`src/rtl/scan_regport_pkg.sv`:
```
package scan_regport_pkg;

  parameter int unsigned DATA_W_DFLT = 32;
  parameter int unsigned ADDR_W_DFLT = 7;

  typedef enum logic {
    ACC_READ  = 1'b0,
    ACC_WRITE = 1'b1
  } acc_e;

  function automatic acc_e acc_of(input logic flag);
    return flag ? ACC_WRITE : ACC_READ;
  endfunction

endpackage

```
`src/rtl/scan_shreg.sv`:
```
module scan_shreg #(
  parameter int unsigned DATA_W = 32,
  parameter int unsigned ADDR_W = 7
) (
  input  logic                     clk,
  input  logic                     rst_n,
  input  logic                     cap_i,
  input  logic                     shift_i,
  input  logic                     tdi_i,
  input  logic [DATA_W-1:0]        cap_data_i,
  output logic [DATA_W+ADDR_W:0]   chain_o,
  output logic                     tdo_o
);
  localparam int unsigned CW  = DATA_W + ADDR_W + 1;
  localparam int unsigned HDR = ADDR_W + 1;

  logic shift_evt;
  assign shift_evt = shift_i & ~cap_i;

  always_ff @(posedge clk or negedge rst_n) begin
    if (!rst_n) begin
      chain_o <= '0;
    end else if (cap_i) begin
      chain_o <= {{HDR{1'b0}}, cap_data_i};
    end else if (shift_evt) begin
      chain_o <= {tdi_i, chain_o[CW-1:1]};
    end
  end

  assign tdo_o = chain_o[0];

  // capture fills data from held word, header zero
  p_capture_load_r3: assert property (@(posedge clk) disable iff (!rst_n)
    cap_i |=> (chain_o[CW-1:DATA_W] == '0) && (chain_o[DATA_W-1:0] == $past(cap_data_i)));

  // tdi enters at the top, everything moves one place toward bit 0
  p_shift_in_r2: assert property (@(posedge clk) disable iff (!rst_n)
    shift_evt |=> (chain_o[CW-1] == $past(tdi_i)) && (chain_o[CW-2:0] == $past(chain_o[CW-1:1])));

  // chain idles when neither capture nor shift
  p_chain_hold_r10: assert property (@(posedge clk) disable iff (!rst_n)
    (!cap_i && !shift_i) |=> $stable(chain_o));

endmodule

```
`src/rtl/scan_upd_ctrl.sv`:
```
module scan_upd_ctrl
  import scan_regport_pkg::*;
#(
  parameter int unsigned DATA_W = 32,
  parameter int unsigned ADDR_W = 7
) (
  input  logic                   clk,
  input  logic                   rst_n,
  input  logic                   upd_i,
  input  logic                   cap_i,
  input  logic                   shift_i,
  input  logic [DATA_W+ADDR_W:0] chain_i,
  output logic [ADDR_W-1:0]      addr_o,
  output logic [DATA_W-1:0]      wdata_o,
  output logic                   we_o,
  output logic                   re_o
);
  localparam int unsigned CW       = DATA_W + ADDR_W + 1;
  localparam int unsigned FLAG_POS = CW - 1;
  localparam int unsigned ADDR_LO  = DATA_W;

  logic              upd_fire;
  acc_e              acc_req;
  logic [ADDR_W-1:0] addr_fld;
  logic [DATA_W-1:0] data_fld;

  assign upd_fire = upd_i & ~cap_i & ~shift_i;
  assign acc_req  = acc_of(chain_i[FLAG_POS]);
  assign addr_fld = chain_i[ADDR_LO +: ADDR_W];
  assign data_fld = chain_i[DATA_W-1:0];

  always_ff @(posedge clk or negedge rst_n) begin
    if (!rst_n) begin
      addr_o  <= '0;
      wdata_o <= '0;
      we_o    <= 1'b0;
      re_o    <= 1'b0;
    end else begin
      we_o <= 1'b0;
      re_o <= 1'b0;
      if (upd_fire) begin
        addr_o <= addr_fld;
        if (acc_req == ACC_WRITE) begin
          wdata_o <= data_fld;
          we_o    <= 1'b1;
        end else begin
          re_o <= 1'b1;
        end
      end
    end
  end

  // read and write strobes are never together
  p_strobe_excl_r5: assert property (@(posedge clk) disable iff (!rst_n)
    !(we_o && re_o));

  // write strobe only after a valid update with flag set, carrying its fields
  p_write_src_r4: assert property (@(posedge clk) disable iff (!rst_n)
    we_o |-> ($past(upd_fire) && $past(chain_i[FLAG_POS]) &&
              addr_o == $past(chain_i[ADDR_LO +: ADDR_W]) &&
              wdata_o == $past(chain_i[DATA_W-1:0])));

  // read strobe only after a valid update with flag clear
  p_read_src_r5: assert property (@(posedge clk) disable iff (!rst_n)
    re_o |-> ($past(upd_fire) && !$past(chain_i[FLAG_POS]) &&
              addr_o == $past(chain_i[ADDR_LO +: ADDR_W])));

  // no strobe without a fired update
  p_no_update_r8: assert property (@(posedge clk) disable iff (!rst_n)
    !upd_fire |=> (!we_o && !re_o));

  // a read leaves the write data alone
  p_wdata_keep_r5: assert property (@(posedge clk) disable iff (!rst_n)
    !we_o |-> $stable(wdata_o));

endmodule

```
`src/rtl/scan_rd_hold.sv`:
```
module scan_rd_hold #(
  parameter int unsigned DATA_W = 32
) (
  input  logic              clk,
  input  logic              rst_n,
  input  logic              re_i,
  input  logic [DATA_W-1:0] rdata_i,
  output logic [DATA_W-1:0] hold_o
);
  always_ff @(posedge clk or negedge rst_n) begin
    if (!rst_n) begin
      hold_o <= '0;
    end else if (re_i) begin
      hold_o <= rdata_i;
    end
  end

  // word returned during the strobe cycle is kept
  p_hold_load_r6: assert property (@(posedge clk) disable iff (!rst_n)
    re_i |=> hold_o == $past(rdata_i));

  // held word only changes on a read strobe
  p_hold_keep_r6: assert property (@(posedge clk) disable iff (!rst_n)
    !re_i |=> $stable(hold_o));

endmodule

```
`src/rtl/scan_regport.sv`:
```
module scan_regport
  import scan_regport_pkg::*;
#(
  parameter int unsigned DATA_W = DATA_W_DFLT,
  parameter int unsigned ADDR_W = ADDR_W_DFLT
) (
  input  logic              tck,
  input  logic              rst_n,
  input  logic              tdi,
  output logic              tdo,
  input  logic              capture_en,
  input  logic              shift_en,
  input  logic              update_en,
  output logic [ADDR_W-1:0] rf_addr,
  output logic [DATA_W-1:0] rf_wdata,
  output logic              rf_we,
  output logic              rf_re,
  input  logic [DATA_W-1:0] rf_rdata
);
  localparam int unsigned CW = DATA_W + ADDR_W + 1;

  logic [CW-1:0]     chain;
  logic [DATA_W-1:0] held_word;

  scan_shreg #(.DATA_W(DATA_W), .ADDR_W(ADDR_W)) u_shreg (
    .clk        (tck),
    .rst_n      (rst_n),
    .cap_i      (capture_en),
    .shift_i    (shift_en),
    .tdi_i      (tdi),
    .cap_data_i (held_word),
    .chain_o    (chain),
    .tdo_o      (tdo)
  );

  scan_upd_ctrl #(.DATA_W(DATA_W), .ADDR_W(ADDR_W)) u_ctrl (
    .clk     (tck),
    .rst_n   (rst_n),
    .upd_i   (update_en),
    .cap_i   (capture_en),
    .shift_i (shift_en),
    .chain_i (chain),
    .addr_o  (rf_addr),
    .wdata_o (rf_wdata),
    .we_o    (rf_we),
    .re_o    (rf_re)
  );

  scan_rd_hold #(.DATA_W(DATA_W)) u_hold (
    .clk     (tck),
    .rst_n   (rst_n),
    .re_i    (rf_re),
    .rdata_i (rf_rdata),
    .hold_o  (held_word)
  );

  // serial output is the chain bottom bit, zero out of reset
  p_tdo_reset_r1: assert property (@(posedge tck) disable iff (!rst_n)
    $rose(rst_n) |-> (tdo == 1'b0));

endmodule

```
`config.mk`:
```
export PLATFORM = sky130hd
export DESIGN_NAME = scan_regport
export DESIGN_NICKNAME = d
export VERILOG_FILES = /design/src/rtl/scan_regport_pkg.sv /design/src/rtl/scan_shreg.sv /design/src/rtl/scan_upd_ctrl.sv /design/src/rtl/scan_rd_hold.sv /design/src/rtl/scan_regport.sv
export SDC_FILE = /design/constraint.sdc
export NUM_CORES = 1
export LEC_CHECK = 0
export BUFFER_PORTS_ARGS = -buffer_cell sky130_fd_sc_hd__buf_4
export CORE_UTILIZATION = 35
export CTS_BUF_LIST = sky130_fd_sc_hd__clkbuf_2
export CTS_CLUSTER_DIAMETER = 120
export DETAILED_ROUTE_END_ITERATION = 10
export PLACE_DENSITY = 0.51
export SETUP_SLACK_MARGIN = 0.2
export SKIP_CTS_REPAIR_TIMING = 1
export SLEW_MARGIN = 20
export SYNTH_ARGS = -nofsm -noshare
export SYNTH_HDL_FRONTEND = slang
export SYNTH_SLANG_ARGS = --single-unit
export TNS_END_PERCENT = 30
```
`constraint.sdc`:
```
create_clock -name tck -period 1.7 [get_ports tck]
set_input_delay 0.425 -clock tck [delete_from_list [all_inputs] [get_ports tck]]
set_output_delay 0.425 -clock tck [all_outputs]
set_load 0.05 [all_outputs]
```
==> flow_metrics.env <==
export IMPL_status="complete, but fails checks"
export IMPL_violations="setup timing"
export IMPL_ys_async_sr_fraction_pct=100
export IMPL_rrSetupSlack_ns=0.26
export IMPL_hold_viol=0
export IMPL_grt_pass1_wl_mm=14.1
export IMPL_syn_area_um2=4520
export IMPL_rows=41
export IMPL_drtAntennaViolNets=0
export IMPL_cts_tree="done"
export IMPL_grt_max_degree=58
export IMPL_via_per_inst=4.48
export IMPL_die_area_um2=13400
export IMPL_diodes=0
export IMPL_setup_viol=2
export IMPL_cpMaxStageDelayCell="dfrtp_2"
export IMPL_p_int_w=0.00508
export IMPL_synthDistinctLibCells=16
export IMPL_first_iter_violations=82
export IMPL_grt_setup_unrepaired="true"
export IMPL_final_period_utilization_pct=102
export IMPL_r2r_worst_path_cells=3
export IMPL_die_y_um=116
export IMPL_avgRoutedWirePerCell_um=14.1
export IMPL_reg2reg_from="u_shreg.chain_o[39]$_DFFE_PN0P_"
export IMPL_synth_top_family_by_area="multiplexers"
export IMPL_synth_most_common_cell="dfrtp_1"
export IMPL_worstPathRequired_ns=1.27
export IMPL_coreArea_um2=12600
export IMPL_route_vias_total=2848
export IMPL_crit_path_cell_trace="buf_6"
export IMPL_path_class="register to output port"
export IMPL_ios=80
export IMPL_syn_avg_cell_area_um2=14.1
export IMPL_slew_viol_final=0
export IMPL_grt_usage_pct=14.5
export IMPL_worstPathArrival_ns=1.31
export IMPL_worstPathMaxFanout=5
export IMPL_place_gp_congestion=0.707
export IMPL_cpPeakStageDelay_ns=0.48
export IMPL_end_kind="output port"
export IMPL_cp_top_family="flip-flops"
export IMPL_swShare_pct=33.3
export IMPL_fin_crit_ns=1.73
export IMPL_gr_total_overflow=0
export IMPL_synth_commonest_cells="113 x dfrtp_1, 40 x mux2_2, 40 x mux2i_1, 32 x nand2_1, 32 x o21ai_0"
export IMPL_synthAdderAreaFrac_pct=0
export IMPL_syn_num_nets=358
export IMPL_final_cells=636
export IMPL_synth_top_area_cell="dfrtp_1"
export IMPL_hold_class="input port to register"
export IMPL_grt_pass1_vias=2730
export IMPL_drcViolationCount=0
export IMPL_synth_compound_area_share_pct=3.54
export IMPL_initial_core_util_pct=35.8
export IMPL_worst_setup_path_start_kind="register"
export IMPL_dp_cells=561
export IMPL_syn_to_final_growth_pct=36.9
export IMPL_synth_simple_gate_area_share_pct=4.43
export IMPL_synth_xor_area_share_pct=0
export IMPL_clkPwrFrac_pct=25.1
export IMPL_nets=490
export IMPL_synthFlopType="dfrtp_1"
export IMPL_ir_worst_vdd_uv=517
export IMPL_cts_buffer_depth=2
export IMPL_die_width_um=116
export IMPL_antenna_found_initial=0
export IMPL_synth_yosys_seq_area_share_pct=62.5
export IMPL_cts_made_buffers=17
export IMPL_fmax_ghz=0.577
export IMPL_yosys_warnings=0
export IMPL_drive_gt1_share_pct=36.2
export IMPL_drt_total_wl_mm=8.96
export IMPL_fill_cells=1195
export IMPL_synth_edf_count=0
export IMPL_fin_util_pct=49.0
export IMPL_cts_root_buf="clkbuf_2"
export IMPL_drtPass1Iterations=4
export IMPL_worstMarginPinSlew_ns=0.445
export IMPL_setup_ws_ns=-0.0325
export IMPL_io_buffer_count=79
export IMPL_holdPathStages=3
export IMPL_cts_sinks=113
export IMPL_clkTransAtPathRegs_ns=0.17
export IMPL_place_detailed_hpwl_mm=5.66
export IMPL_path_buf_inv=1
export IMPL_p_seq_share_pct=47.3
export IMPL_ys_top_cells_by_area="dfrtp_1 63%, mux2_2 10%, mux2i_1 8.9%, mux2_1 7.7%, o21ai_0 3.5%"
export IMPL_htreeDepth=4
export IMPL_muxShareOfSynthArea_pct=26.5
export IMPL_cap_viol_max_count=0
export IMPL_fin_skew_ns=0.0306
export IMPL_synth_top_cell_area_share_pct=62.5
export IMPL_timing_setup_tns_ns=-0.0419
export IMPL_p_leak_nw=2.99
export IMPL_p_comb_share_pct=27.7
export IMPL_hold_start="shift_en"
export IMPL_clkLatencyLatePin_ns=0.66
export IMPL_timing_rr_end="u_ctrl.wdata_o[19]$_DFFE_PN0P_"
export IMPL_whs_endpoint="u_ctrl.we_o$_DFF_PN0_"
export IMPL_slew_headroom_pct=70.3
export IMPL_ys_ff_latch=113
export IMPL_syn_instance_count=320
export IMPL_powerDensity_nw_per_um2=1230
export IMPL_p_switching_w=0.00253
## layout by cell type, fill, tap and decap left out
master,instances
bufinv_16,4
clkinvlp_4,1
dfrtp_2,1
dlygate4sd3_1,36
buf_12,5
clkinv_4,1
nor3b_4,1
nor2b_1,1
mux2_1,31
clkinv_2,4
nor2_1,8
clkinv_1,4
buf_4,49
clkbuf_2,17
mux2_2,39
mux2i_1,40
nand2_1,32
nor4bb_4,1
mux2_4,1
dfrtp_1,112
o21ai_0,32
buf_6,44
## stage by stage
step	setup WS, ns	hold WS (ns)	power (W)	instance area (µm²)
final	-0.0325	0.131	0.00761	6190
after global routing	-0.164	0.0158	0.00805	6190
after global placement	0.0412	0.260	0.00549	5340
after CTS	-0.295	-0.532	0.00746	5600
after detailed placement	0.0128	0.259	0.00552	5340
after floorplan	0.168	0.129	0.00480	4520
## logic make-up (layout without fill, tap and decap cells)
kind of cell | after synthesis | after routing
mux | 111 | 111
compound gates | 32 | 32
buf+inv | 21 | 165
flops | 113 | 113
simple gates | 43 | 43
## power by group through the flow
stage	registers, W	logic (W)	clock network, W
6_report	0.00360	0.00211	0.00191
5_1_grt	0.00367	0.00225	0.00212
4_1_cts	0.00358	0.00189	0.00200
3_5_place_dp	0.00363	0.00188	0
3_3_place_gp	0.00363	0.00186	0
2_1_floorplan	0.00425	0.000554	0
## worst max-delay path by stage
stage                          start                        endpoint  slack, ns  cells after the start
6_report       u_ctrl.re_o$_DFF_PN0_                           rf_re      -0.03                      1
5_1_grt        u_ctrl.re_o$_DFF_PN0_                           rf_re      -0.16                      1
4_1_cts        u_ctrl.re_o$_DFF_PN0_                           rf_re      -0.30                      1
3_5_place_dp              capture_en  u_ctrl.wdata_o[31]$_DFFE_PN0P_       0.01                      4
3_3_place_gp              capture_en  u_ctrl.wdata_o[31]$_DFFE_PN0P_       0.04                      4
2_1_floorplan               shift_en  u_ctrl.wdata_o[10]$_DFFE_PN0P_       0.17                      5
## state kept, by name, summed over array words and instances (netlist names)
register / flops
u_ctrl.we_o: 1
u_ctrl.addr_o: 7
u_hold.hold_o: 32
u_shreg.chain_o: 40
u_ctrl.re_o: 1
u_ctrl.wdata_o: 32
## layout make-up
cell class                 count  area (µm²)  share of cell area (%)
clock buffer                  17        85.1                    1.37
multi-input combinational    186        1560                    25.3
clock inverter                14         171                    2.77
tap                          172         215                    3.48
timing repair buffer         134        1320                    21.4
sequential                   113        2830                    45.7
## routing by layer
layer	vias up	track usage, %	share of wire, %
li1	1385	-	-
met1	1395	19.0	48
met2	54	21.4	46
met3	14	5.65	4.3
met4	0	6.15	1.6
met5	-	0	0
(Power assumes the default switching activity.)
